[src/rtl/taint_pkg.sv]
package taint_pkg;
  typedef enum logic {
    TAG_PUBLIC = 1'b0,
    TAG_SECRET = 1'b1
  } tag_e;
endpackage

[src/rtl/taint_src_merge.sv]
module taint_src_merge #(
  parameter int NUM_LOC = 32,
  parameter int NUM_SRC = 2,
  parameter int ID_W    = $clog2(NUM_LOC)
) (
  input  logic [NUM_LOC-1:0]      tags,
  input  logic [NUM_SRC*ID_W-1:0] src_ids,
  input  logic [NUM_SRC-1:0]      src_used,
  output logic                    src_hot
);
  localparam logic [ID_W:0] LOC_LIMIT = (ID_W+1)'(NUM_LOC);

  logic [NUM_SRC-1:0] per_src;

  // One lookup per operand; unused or out-of-range operands read as public.
  for (genvar k = 0; k < NUM_SRC; k++) begin : g_src
    logic [ID_W-1:0] id_k;
    assign id_k = src_ids[k*ID_W +: ID_W];
    always_comb begin
      per_src[k] = 1'b0;
      if (src_used[k] && ({1'b0, id_k} < LOC_LIMIT))
        per_src[k] = tags[id_k];
    end
  end

  assign src_hot = |per_src;
endmodule

[src/rtl/taint_next_state.sv]
module taint_next_state
  import taint_pkg::*;
#(
  parameter int NUM_LOC = 32,
  parameter int ID_W    = $clog2(NUM_LOC)
) (
  input  logic [NUM_LOC-1:0] cur,
  input  logic               dst_we,
  input  logic [ID_W-1:0]    dst_id,
  input  logic               src_hot,
  input  logic               host_wr,
  input  logic [ID_W-1:0]    host_id,
  input  tag_e               host_tag,
  output logic [NUM_LOC-1:0] nxt
);
  // Per-location select: host write, then propagation, then hold.
  for (genvar i = 0; i < NUM_LOC; i++) begin : g_loc
    logic host_hit;
    logic prop_hit;
    assign host_hit = host_wr && (host_id == ID_W'(i));
    assign prop_hit = dst_we && (dst_id == ID_W'(i));
    always_comb begin
      if (host_hit)      nxt[i] = (host_tag == TAG_SECRET);
      else if (prop_hit) nxt[i] = src_hot;
      else               nxt[i] = cur[i];
    end
  end
endmodule

[src/rtl/taint_tracker.sv]
module taint_tracker
  import taint_pkg::*;
#(
  parameter int NUM_LOC   = 32,
  parameter int NUM_SRC   = 2,
  parameter int KEY_BASE  = 0,
  parameter int KEY_COUNT = 4,
  parameter int ID_W      = $clog2(NUM_LOC)
) (
  input  logic                    clk,
  input  logic                    rst,
  input  logic                    dst_we,
  input  logic [ID_W-1:0]         dst_id,
  input  logic [NUM_SRC*ID_W-1:0] src_ids,
  input  logic [NUM_SRC-1:0]      src_used,
  input  logic                    host_wr,
  input  logic [ID_W-1:0]         host_id,
  input  logic                    host_tag,
  output logic [NUM_LOC-1:0]      tag_vec
);
  logic [NUM_LOC-1:0] key_mask;
  logic [NUM_LOC-1:0] tag_q;
  logic [NUM_LOC-1:0] tag_d;
  logic               src_hot;

  for (genvar i = 0; i < NUM_LOC; i++) begin : g_key
    assign key_mask[i] = (i >= KEY_BASE) && (i < KEY_BASE + KEY_COUNT);
  end

  taint_src_merge #(
    .NUM_LOC (NUM_LOC),
    .NUM_SRC (NUM_SRC),
    .ID_W    (ID_W)
  ) u_merge (
    .tags     (tag_q),
    .src_ids  (src_ids),
    .src_used (src_used),
    .src_hot  (src_hot)
  );

  taint_next_state #(
    .NUM_LOC (NUM_LOC),
    .ID_W    (ID_W)
  ) u_next (
    .cur      (tag_q),
    .dst_we   (dst_we),
    .dst_id   (dst_id),
    .src_hot  (src_hot),
    .host_wr  (host_wr),
    .host_id  (host_id),
    .host_tag (tag_e'(host_tag)),
    .nxt      (tag_d)
  );

  always_ff @(posedge clk) begin
    if (rst) tag_q <= key_mask;
    else     tag_q <= tag_d;
  end

  assign tag_vec = tag_q;

  // reset loads the key-only pattern
  assert_reset_keys_R1: assert property (@(posedge clk)
    rst |=> (tag_q == key_mask));

  // a secret used operand marks the destination
  assert_src_to_dst_R2: assert property (@(posedge clk) disable iff (rst)
    (dst_we && src_hot && !(host_wr && host_id == dst_id))
      |=> tag_q[$past(dst_id)]);

  // all-public operands clear the destination
  assert_public_clears_R3: assert property (@(posedge clk) disable iff (rst)
    (dst_we && !src_hot && !(host_wr && host_id == dst_id))
      |=> !tag_q[$past(dst_id)]);

  // idle cycles keep every tag
  assert_idle_hold_R5: assert property (@(posedge clk) disable iff (rst)
    (!dst_we && !host_wr) |=> $stable(tag_q));

  // at most two bits move per edge
  assert_local_change_R6: assert property (@(posedge clk) disable iff (rst)
    1'b1 |=> ($countones(tag_q ^ $past(tag_q)) <= 2));

  // host value lands, including on collisions
  assert_host_wins_R8: assert property (@(posedge clk) disable iff (rst)
    host_wr |=> (tag_q[$past(host_id)] == $past(host_tag)));
endmodule

[config.mk]
export PLATFORM = sky130hd
export DESIGN_NAME = taint_tracker
export DESIGN_NICKNAME = d
export VERILOG_FILES = /design/src/rtl/taint_pkg.sv /design/src/rtl/taint_src_merge.sv /design/src/rtl/taint_next_state.sv /design/src/rtl/taint_tracker.sv
export SDC_FILE = /design/constraint.sdc
export NUM_CORES = 1
export LEC_CHECK = 0
export ABC_AREA = 0
export BUFFER_PORTS_ARGS = -buffer_cell sky130_fd_sc_hd__buf_4
export CORE_ASPECT_RATIO = 1.5
export CORE_MARGIN = 2
export CORE_UTILIZATION = 45
export DETAILED_ROUTE_END_ITERATION = 6
export PLACE_DENSITY = 0.77
export SETUP_SLACK_MARGIN = 0.5
export SYNTH_ARGS = -nofsm -noshare
export SYNTH_HDL_FRONTEND = slang
export SYNTH_HIERARCHICAL = 1
export SYNTH_SLANG_ARGS = --single-unit
[constraint.sdc]
create_clock -name clk -period 3.45 [get_ports clk]
set_input_delay 0.5175 -clock clk [delete_from_list [all_inputs] [get_ports clk]]
set_output_delay 0.5175 -clock clk [all_outputs]
set_load 0.02 [all_outputs]
==> flow_metrics.py <==
metrics = {
    "timing": {
        "clock_skew_ns": 0.00653,
        "worst_slew_pin_slew_ns": 0.804,
        "relSlewSlack": 0.460,
        "finalCritPeriodShare": 0.780,
        "finalHoldViolCount": 0,
        "fin_tns_setup_ns": 0,
        "rsz0062_at_grt": "no",
        "maxSlewViolCount": 0,
        "holdWs_ns": 0.613,
        "fmax_mhz": 372,
        "setup_violations": 0,
        "period_minus_slack_ns": 2.69,
    },
    "finish": {
        "mostFrequentLayoutCell": "buf_4",
        "layout-drive-gt1-share": 0.262,
        "antenna_cells": 0,
        "final_cell_mix": "buf_4, a22oi_1, nor2b_1, dfxtp_1, o21ai_0",
        "largest_register_ffs": 32,
        "stdcell_count": 396,
        "final_net_count": 351,
        "stdcell_area_sq_um": 3190,
        "syn_to_final_growth_pct": 16.1,
        "fillers": 546,
    },
    "setup_path": {
        "worst_path_largest_cell_delay_ns": 0.56,
        "r2r_start": "tag_vec[4]$_SDFF_PP0_",
        "crit_path_cell_trace": "buf_4, mux4_1, mux2_2, o221ai_2, o2bb2ai_1, and3_1, a32oi_1, a21oi_1, nor2b_1",
        "worstPathRequired_ns": 3.62,
        "reg2regPathDepth": 8,
        "startpoint_type": "primary input",
        "end_kind": "flip-flop",
        "slowest_stage": "mux4_1",
        "criticalPathCategory": "in -> reg",
        "crit_path_max_fanout": 9,
        "cp.arrival_ns": 2.86,
        "worstReg2RegEnd": "tag_vec[21]$_SDFF_PP0_",
        "r2r_slack_ns": 0.87,
    },
    "cts": {
        "cts_root_buffer": "clkbuf_8",
        "post_cts_buffers": 0,
        "clkSinkCount": 32,
        "cts_buffers": 5,
        "clkTransAtPathRegs_ns": 0.07,
        "h-tree-depth": 2,
        "clk_latency_ns": 0.28,
        "cts_hold_buffers": 0,
        "cts_tree": "built",
        "postCtsResizedCells": 0,
        "cts_buffer_depth": 2,
    },
    "min_path": {
        "hold_end": "tag_vec[4]$_SDFF_PP0_",
        "hp-start": "rst",
        "hold_depth": 2,
        "min_path_type": "in -> reg",
    },
    "die": {
        "die_height_microns": 99.7,
        "initial_core_util": 0.471,
        "core.rowCount": 34,
        "die-width_microns": 67.8,
        "coreArea_sq_um": 5830,
        "die_area_sq_um": 6750,
        "io_pins": 59,
    },
    "detailed_routing": {
        "wl_met1_mm": 3.22,
        "wirelength_mm": 8.30,
        "route.met2.wl_mm": 4.28,
        "via_per_inst": 6.76,
        "antenna_left": 0,
        "drt_iter0_markers": 303,
        "dr_wl_met3_microns": 606,
        "wl_per_cell_microns": 21.0,
        "firstDrtPassIters": 6,
        "vias": 2675,
        "drcViolationCount": 0,
        "routed.top_layer": "met4",
    },
    "place": {
        "dp.cells": 389,
        "hpwl_mm": 6.19,
        "place_congestion": 0.949,
        "portBuffers": 58,
        "place_area_sq_um": 3090,
    },
    "status": {
        "status": "complete, no violations",
    },
    "global_route": {
        "antenna_found_initial": 0,
        "grt_pass1_wl_mm": 13.0,
        "grt_util_all_layers": 0.253,
        "gr-total-overflow": 0,
        "grt_max_degree": 33,
        "grt_pass1_vias": 2582,
    },
    "logic_synthesis": {
        "synthCells": 289,
        "synth-seq-area-share": 0.233,
        "netlist_area_sq_um": 2750,
        "syn_nets": 316,
        "synth_cell_type_count": 50,
        "synthArstFlopShare": 0,
        "synth-edff-count": 0,
        "ys_warn_count": 6,
        "syn_area_per_cell_sq_um": 9.50,
        "synth-seq-cells": 32,
        "synthFlopType": "dfxtp_1",
    },
    "power": {
        "vdd_ir_drop_max_mv": 0.124,
        "pwr_density_cell_nw_per_um2": 278,
        "p_leak_uw": 0.00129,
    },
    "job": {
        "cap_viol_max_count": 0,
    },
}
==> critical path: cells and delay by family <==
family | cells | cell delay, ns
AND/OR/NAND/NOR | 2 | 0.53
buffers and inverters | 1 | 0.16
multiplexers | 2 | 0.85
AO/OA/AOI/OAI | 4 | 0.81
==> how the worst max path moves through the flow <==
stage,start,endpoint,slack [ns],cells past startpoint
floorplan,src_ids[5],tag_vec[31]$_SDFF_PP0_,0.84,11
global placement,src_ids[5],tag_vec[31]$_SDFF_PP0_,0.58,9
detailed placement,src_ids[5],tag_vec[31]$_SDFF_PP0_,0.54,9
CTS,src_ids[5],tag_vec[31]$_SDFF_PP0_,0.84,9
global route,src_ids[5],tag_vec[17]$_SDFF_PP0_,0.68,9
finish,src_ids[5],tag_vec[21]$_SDFF_PP0_,0.76,9
==> power breakdown <==
group | switching, uW | internal [uW] | total [uW] | leakage (uW)
Combinational | 109 | 78.8 | 188 | 0.000982
Clock | 137 | 178 | 314 | 0.0000503
Sequential | 7.81 | 376 | 384 | 0.000259
==> cell usage after synthesis, drive strengths merged (3+ instances only) <==
library cell | count | share of area
a22oi | 46 | 0.13
nor2b | 36 | 0.082
dfxtp | 32 | 0.23
o21ai | 32 | 0.058
buf | 22 | 0.055
mux4 | 16 | 0.14
a32oi | 15 | 0.048
clkbuf | 10 | 0.015
nand2b | 7 | 0.016
or2 | 7 | 0.016
and4b | 6 | 0.022
and4bb | 5 | 0.023
nor2 | 5 | 0.0068
and2 | 4 | 0.0091
nor3b | 4 | 0.015
mux2i | 3 | 0.011
nand2 | 3 | 0.0041
nand4b | 3 | 0.0096
nand4bb | 3 | 0.012
nor4b | 3 | 0.017
==> layout make-up <==
| class | instances | area [sq um] | area share |
|---|---|---|---|
| repair buffers | 60 | 450 | 0.141 |
| multi-input cells | 223 | 1900 | 0.597 |
| inverters | 2 | 7.51 | 0.00235 |
| well taps | 72 | 90.1 | 0.0283 |
| flip-flops and latches | 32 | 641 | 0.201 |
| clock buffers | 7 | 96.3 | 0.0302 |
==> cells by family (layout without fill, tap and decap cells) <==
group | after synthesis | in the layout | synth area share
multiplexers | 20 | 20 | 0.157
buffers and inverters | 34 | 69 | 0.0734
flip-flops | 32 | 32 | 0.233
AND/OR/NAND/NOR | 100 | 100 | 0.274
AO/OA/AOI/OAI | 103 | 103 | 0.262
==> routing by layer <==
layer / vias up / track usage
met5: - / 0
met4: 0 / 0.111
met3: 18 / 0.0226
met2: 159 / 0.426
met1: 1271 / 0.324
li1: 1227 / -
==> through the flow <==
step,total power [uW],util,setup WS (ns)
2_1_floorplan,516,-,0.836
3_3_place_gp,573,0.530,0.576
3_5_place_dp,576,0.530,0.545
4_1_cts,885,0.547,0.844
5_1_grt,917,0.547,0.679
6_report,886,0.547,0.759
(Power assumes the default switching activity.)
